## config.mk

```make
export PLATFORM = sky130hd
export DESIGN_NAME = rxlen_filter
export DESIGN_NICKNAME = d
export VERILOG_FILES = /design/src/rtl/rxlen_pkg.sv /design/src/rtl/rxlen_ctrl.sv /design/src/rtl/rxlen_dp.sv /design/src/rtl/rxlen_filter.sv
export SDC_FILE = /design/constraint.sdc
export NUM_CORES = 1
export LEC_CHECK = 0
export ABC_AREA = 1
export BUFFER_PORTS_ARGS = -buffer_cell sky130_fd_sc_hd__buf_4
export CELL_PAD_IN_SITES_DETAIL_PLACEMENT = 1
export CELL_PAD_IN_SITES_GLOBAL_PLACEMENT = 2
export CORE_ASPECT_RATIO = 2
export CORE_MARGIN = 3
export CORE_UTILIZATION = 31
export DETAILED_ROUTE_END_ITERATION = 16
export PLACE_DENSITY_LB_ADDON = 0.1
export SLEW_MARGIN = 20
export SYNTH_ARGS = -nofsm -noshare
export SYNTH_HDL_FRONTEND = slang
export SYNTH_HIERARCHICAL = 1
export SYNTH_SLANG_ARGS = --single-unit
```

## constraint.sdc

```tcl
create_clock -name clk -period 4.8 [get_ports clk]
set_input_delay 0.96 -clock clk [delete_from_list [all_inputs] [get_ports clk]]
set_output_delay 0.96 -clock clk [all_outputs]
set_load 0.1 [all_outputs]
```

## src/rtl/rxlen_pkg.sv

```systemverilog
package rxlen_pkg;
  localparam int HDR_W = 16;

  typedef struct packed {
    logic consume;
    logic skipDrop;
    logic giantDrop;
    logic deliver;
  } rxStrb_t;
endpackage

```

## src/rtl/rxlen_ctrl.sv

```systemverilog
module rxlen_ctrl
  import rxlen_pkg::*;
#(
  parameter int IDX_W = 3,
  parameter int LEN_W = 16
) (
  input  logic [IDX_W-1:0] consIdx,
  input  logic [IDX_W-1:0] curIdx,
  input  logic             skipBusy,
  input  logic [HDR_W-1:0] bufHead,
  input  logic [LEN_W-1:0] cfgBufSize,
  input  logic [LEN_W-1:0] cfgRxOffset,
  output logic [LEN_W-1:0] hdrLen,
  output logic [LEN_W-1:0] usable,
  output rxStrb_t          strb
);
  logic avail;
  logic tooLong;

  always_comb begin
    // little-endian header: byte 0 is the low byte
    hdrLen  = LEN_W'({bufHead[15:8], bufHead[7:0]});
    usable  = cfgBufSize - cfgRxOffset;
    avail   = (consIdx != curIdx);
    tooLong = (hdrLen > usable);
    strb.consume   = avail;
    strb.skipDrop  = avail && skipBusy;
    strb.giantDrop = avail && !skipBusy && tooLong;
    strb.deliver   = avail && !skipBusy && !tooLong;
  end
endmodule

```

## src/rtl/rxlen_dp.sv

```systemverilog
module rxlen_dp
  import rxlen_pkg::*;
#(
  parameter int IDX_W = 3,
  parameter int LEN_W = 16,
  parameter int CNT_W = 16
) (
  input  logic             clk,
  input  logic             rstN,
  input  rxStrb_t          strb,
  input  logic [IDX_W-1:0] curIdx,
  input  logic [LEN_W-1:0] hdrLen,
  input  logic [LEN_W-1:0] usable,
  input  logic [LEN_W-1:0] cfgBufSize,
  input  logic [LEN_W-1:0] cfgRxOffset,
  output logic             skipBusy,
  output logic [IDX_W-1:0] consIdx,
  output logic             frmValid,
  output logic [IDX_W-1:0] frmIdx,
  output logic [LEN_W:0]   frmLen,
  output logic             relValid,
  output logic [IDX_W-1:0] relIdx,
  output logic [CNT_W-1:0] giantCount
);
  logic [LEN_W-1:0] skipCnt;

  assign skipBusy = (skipCnt != '0);

  always_ff @(posedge clk) begin
    if (!rstN) begin
      consIdx    <= '0;
      skipCnt    <= '0;
      giantCount <= '0;
      frmValid   <= 1'b0;
      frmIdx     <= '0;
      frmLen     <= '0;
      relValid   <= 1'b0;
      relIdx     <= '0;
    end else begin
      frmValid <= strb.deliver;
      relValid <= strb.skipDrop || strb.giantDrop;
      if (strb.consume) begin
        consIdx <= consIdx + 1'b1;
      end
      if (strb.deliver) begin
        frmIdx <= consIdx;
        frmLen <= {1'b0, cfgRxOffset} + {1'b0, hdrLen};
      end
      if (strb.skipDrop || strb.giantDrop) begin
        relIdx <= consIdx;
      end
      if (strb.giantDrop) begin
        giantCount <= giantCount + 1'b1;
        skipCnt    <= hdrLen - usable;
      end else if (strb.skipDrop) begin
        skipCnt <= (skipCnt > cfgBufSize) ? (skipCnt - cfgBufSize) : '0;
      end
    end
  end

  assert_idle_hold_R1: assert property (@(posedge clk) disable iff (!rstN)
    (consIdx == curIdx) |=> $stable(consIdx));

  assert_frame_fits_R3: assert property (@(posedge clk) disable iff (!rstN)
    frmValid |-> (frmLen <= {1'b0, cfgBufSize}));

  assert_giant_release_R4: assert property (@(posedge clk) disable iff (!rstN)
    (giantCount != $past(giantCount)) |-> relValid);

  assert_skip_unparsed_R5: assert property (@(posedge clk) disable iff (!rstN)
    (strb.consume && skipBusy) |=> (relValid && !frmValid && $stable(giantCount)));

  assert_skip_shrinks_R5: assert property (@(posedge clk) disable iff (!rstN)
    strb.skipDrop |=> (skipCnt < $past(skipCnt)));

  assert_exclusive_out_R6: assert property (@(posedge clk) disable iff (!rstN)
    !(frmValid && relValid));
endmodule

```

## src/rtl/rxlen_filter.sv

```systemverilog
module rxlen_filter
  import rxlen_pkg::*;
#(
  parameter int DEPTH = 8,
  parameter int LEN_W = 16,
  parameter int CNT_W = 16,
  localparam int IDX_W = $clog2(DEPTH)
) (
  input  logic             clk,
  input  logic             rstN,
  input  logic [LEN_W-1:0] cfgBufSize,
  input  logic [LEN_W-1:0] cfgRxOffset,
  input  logic [IDX_W-1:0] curIdx,
  input  logic [HDR_W-1:0] bufHead,
  output logic [IDX_W-1:0] consIdx,
  output logic             frmValid,
  output logic [IDX_W-1:0] frmIdx,
  output logic [LEN_W:0]   frmLen,
  output logic             relValid,
  output logic [IDX_W-1:0] relIdx,
  output logic [CNT_W-1:0] giantCount
);
  rxStrb_t          strb;
  logic             skipBusy;
  logic [LEN_W-1:0] hdrLen;
  logic [LEN_W-1:0] usable;

  rxlen_ctrl #(.IDX_W(IDX_W), .LEN_W(LEN_W)) u_ctrl (
    .consIdx(consIdx), .curIdx(curIdx), .skipBusy(skipBusy),
    .bufHead(bufHead), .cfgBufSize(cfgBufSize), .cfgRxOffset(cfgRxOffset),
    .hdrLen(hdrLen), .usable(usable), .strb(strb)
  );

  rxlen_dp #(.IDX_W(IDX_W), .LEN_W(LEN_W), .CNT_W(CNT_W)) u_dp (
    .clk(clk), .rstN(rstN), .strb(strb), .curIdx(curIdx),
    .hdrLen(hdrLen), .usable(usable), .cfgBufSize(cfgBufSize),
    .cfgRxOffset(cfgRxOffset), .skipBusy(skipBusy), .consIdx(consIdx),
    .frmValid(frmValid), .frmIdx(frmIdx), .frmLen(frmLen),
    .relValid(relValid), .relIdx(relIdx), .giantCount(giantCount)
  );
endmodule

```

# --- Word-level counts from Yosys, hierarchy flattened ---
# Index checks and enable logic that the tools add are counted.
classes:
  add_sub_neg: 6
  magnitude_cmp: 2
  n_eq_ne: 1
  mux: 3
  reduce_logical: 9
ops:
  columns: ["operator", "count"]
  rows:
  - ["$mux 16", 3]
  - ["$sub 16x16->16", 3]
  - ["$gt 16x16->1", 2]
  - ["$add 16x16->17", 1]
  - ["$add 16x1->16 const B", 1]
  - ["$reduce_bool 16->1", 1]
  - ["$logic_and 1x1->1", 4]
  - ["$add 3x1->3 const B", 1]
  - ["$ne 3x3->1", 1]
  - ["$logic_not 1->1", 2]
  - ["$reduce_bool 2->1", 1]
  - ["$logic_or 1x1->1", 1]
word_totals:
  register_bits: 60
  input_bits: 53
  out_inout_bits: 44
  word_cells: 29

# --- Depth between registers and ports, before layout ---
logic_depth:
  ltp_word: 5
  ltp_mapped: 29
  depth_no_buf: 28

# --- By module ---
# Netlist, hierarchy kept.
by_module_without_submodules:
  columns: ["mod", "instances", "cells_per_inst", "area_per_inst_um2", "seq_area_each_um2"]
  rows:
  - ["rxlen_dp", 1, 860, 5246.3, 1201.2]
  - ["rxlen_ctrl", 1, 263, 1505.2, 0.0]

# --- Worst setup path after synthesis ---
# No wires, ideal clock.
synth_timing:
  path_kind: "input -> register"
  startpoint: "in cfgBufSize[0]"
  endpoint: "reg u_dp.giantCount[11]"
  setup_time_ns: 0.123
  arrival_time_ns: 4.185
  required_time_ns: 4.677
  slack_ns: 0.492
  cell_stages: 29
  n_path_buf: 1
  cell_sequence: "inv_1 -> ha_1 -> fa_1 -> nand3b_1 -> nand2_1 -> nand2_1 -> nand2_1 -> nand2_1 -> nand2_1 -> nand2_1 -> nand2_1 -> inv_1 -> ha_1 -> nand2_1 -> nor3_1 -> nand2_1 -> nand2_1 -> nand2_1 -> nor2_1 -> buf_4 -> nand2_1 -> nor2_1 -> nand2_1 -> nor2_2 -> nand4_1 -> inv_1 -> nand3_1 -> o21ai_1 -> a21oi_1"
synth_lines:
  columns: ["item", "line_no", "text"]
  rows:
  - ["start, declared", "rxlen_filter.sv:11", "input logic [LEN_W-1:0] cfgBufSize,"]
  - ["end signal, assigned", "rxlen_dp.sv:53", "giantCount <= giantCount + 1'b1;"]
  - ["end, declared", "rxlen_dp.sv:23", "output logic [CNT_W-1:0] giantCount"]

==> flow_summary.yaml <==
final_layout:
  final_core_util_pct: 38.92
  nNetsFinal: 1374
  area_delta_synth_final_pct: 22.26
  diodes: 0
  seq_area_mm2: 0.001201
  layout-drive-gt1-share_pct: 14.33
  num-fill-cells: 2902
  multi_input_area_mm2: 0.004568
drt:
  wl_per_cell_um: 16.61
  vias_per_cell: 4.806
  drt_iter0_drc: 180
  vias: 7262
  drtAntennaViolNets: 0
  dr.pass1.iters: 4
  wl_mm: 25.10
  drc: 0
cts:
  numClockSinks: 60
  root_buffer: "clkbuf_16"
  clk_path_buf_depth: 2
  cts_tree: "done"
  cts_resized: 0
  clkTransAtPathRegs_ps: 60
  post-cts-setup-buffers: 0
  htreeDepth: 3
  numCtsBuffers: 9
  ctsHoldBuffers: 0
  clk_latency_ps: 350
yosys:
  yosys_most_used_dff: "dfxtp_1"
  yosys-top-cells-area: "dfxtp_1, nand2_1, ha_1"
  synth_edf_count: 0
  ys_seq_area_share_pct: 17.79
  synth_fp_nets: 1260
  netlist_area_mm2: 0.006751
  postSynthAreaPerCell_um2: 6.012
  synth-seq-cells: 60
  yosys_warnings: 6
  yosys.area.top_type: "dfxtp_1"
  syn_inst: 1123
  synth_cell_types: 45
  post-synth-top-count-cell: "nand2_1"
  synth_top_area_share_pct: 17.79
  async_reset_ff_share_pct: 0
  synthTopCellsByCount: "nand2_1, inv_1, nor2_1, ha_1, a21oi_1"
timing:
  holdWs_ps: 490.4
  period_minus_slack_ps: 4378
  period_share_pct: 91.22
  setup_viol: 0
  worst_pin_slew_ps: 1025
  final_hold_viol_count: 0
  timing.fmax_mhz: 228.4
  finClkSkew_ps: 15.50
  slew_violations: 0
  maxSlewHeadroom_pct: 31.60
  rsz0062_at_grt: "no"
die:
  rows: 75
  num_io_pins: 97
  core_area_mm2: 0.02121
  start_util_pct: 31.83
  die_h_um: 214.7
  fp.dieArea_mm2: 0.02369
  die_w_um: 110.4
power_and_ir_drop:
  p_per_area_mw_per_mm2: 581.8
  p_leak_nw: 4.617
  max-vdd-ir-drop_v: 0.0003562
setup_path:
  cp.arrival_ps: 4610
  worst_setup_path_end_kind: "flip-flop"
  required_ps: 5030
  cpMaxStageDelayCell: "fa_1"
  crit_top_cell: "nand2_1"
  cp-start-kind: "primary input"
  critPathMaxFanout: 3
  crit_type: "in2reg"
  slowest_delay_ps: 400
global_routing:
  track_usage_pct: 21.82
  antenna_found_initial: 0
  grt_pass1_vias: 7749
  grt_first_pass_wirelength_mm: 39.11
  grt_max_degree: 40
  grt-ovfl-total: 0
outcome:
  status: "completed"
flow_run:
  cap_viol_max_count: 0
place:
  routabilityCongestion: 0.9033
  hpwl_mm: 21.80
  port-buffer-count: 96
worst_hold_path:
  min_path_type: "reg2reg"
[power breakdown]
| part | switching (W) | total [W] | internal (W) |
|---|---|---|---|
| combinational | 0.00220 | 0.00324 | 0.00104 |
| clock | 0.000261 | 0.000770 | 0.000508 |
| sequential | 0.000125 | 0.000793 | 0.000668 |
[through the flow]
stage	power (W)	worst slack (ps)	TNS [ps]	cells	cell area, um2
2_1_floorplan	0.003107	492.0	0	1123	6751
3_3_place_gp	0.004024	51.95	0	1495	7909
3_5_place_dp	0.004065	-49.65	-153.1	1495	7909
4_1_cts	0.004868	289.5	0	1511	8249
5_1_grt	0.005220	20.55	0	1511	8254
6_report	0.004802	421.5	0	1511	8254
[worst paths after layout]
kind                         start             endpoint  slack [ps]  depth (start not counted)
setup reg to reg  u_dp/skipCnt[15]  u_dp/giantCount[11]        2030                         14
hold / removal      u_dp/frmLen[8]       u_dp/frmLen[8]         490                          2
setup / recovery     cfgBufSize[0]  u_dp/giantCount[11]         420                         30
hold reg to reg     u_dp/frmLen[8]       u_dp/frmLen[8]         490                          2
[state kept, by name, indices dropped and copies added (netlist names)]
register         count
u_dp/frmLen         17
u_dp/relIdx          3
u_dp/skipCnt        16
u_dp/giantCount     16
u_dp/frmValid        1
u_dp/consIdx         3
u_dp/relValid        1
u_dp/frmIdx          3
[per-layer routing]
metal	global-route usage (%)	vias to the layer above	wire (um)
met5	0	-	0
met3	1.772	40	383
met2	45.82	91	15410
li1	-	3754	-
met4	9.371	0	1027
met1	19.69	3377	8279
[worst max-delay path: cells and delay by family]
| family | cells | cell delay [ps] |
|---|---|---|
| compound gates | 2 | 190 |
| fa+ha+maj | 3 | 880 |
| simple gates | 20 | 2110 |
| buf+inv | 5 | 470 |
[kinds of logic after synthesis]
logic type      synth area share (%)
buf+inv                        14.68
compound gates                 12.36
fa+ha+maj                      16.01
xor+xnor                       4.151
flops                          17.79
simple gates                   35.01
[final cells by class]
| type | count | area share [%] |
|---|---|---|
| multi-input combinational | 827 | 55.34 |
| timing repair buffer | 136 | 12.67 |
| tap | 269 | 4.078 |
| clock buffer | 10 | 2.774 |
| sequential | 60 | 14.55 |
| inverter | 203 | 9.231 |
| clock inverter | 6 | 1.349 |
[layout by cell type (no fill, tap or decap), drive strengths merged, types with 9 or more instances in the layout]
master	Yosys	layout
a21oi	74	74
nand3	62	62
dfxtp	60	60
buf	20	136
nand3b	16	16
ha	80	80
clkbuf	13	10
a31oi	9	9
xnor2	12	12
nor2	131	131
nand2	312	312
nor3	15	15
xor2	20	20
inv	202	203
o21ai	59	59
Note: power is estimated with default switching activity, not from simulation.
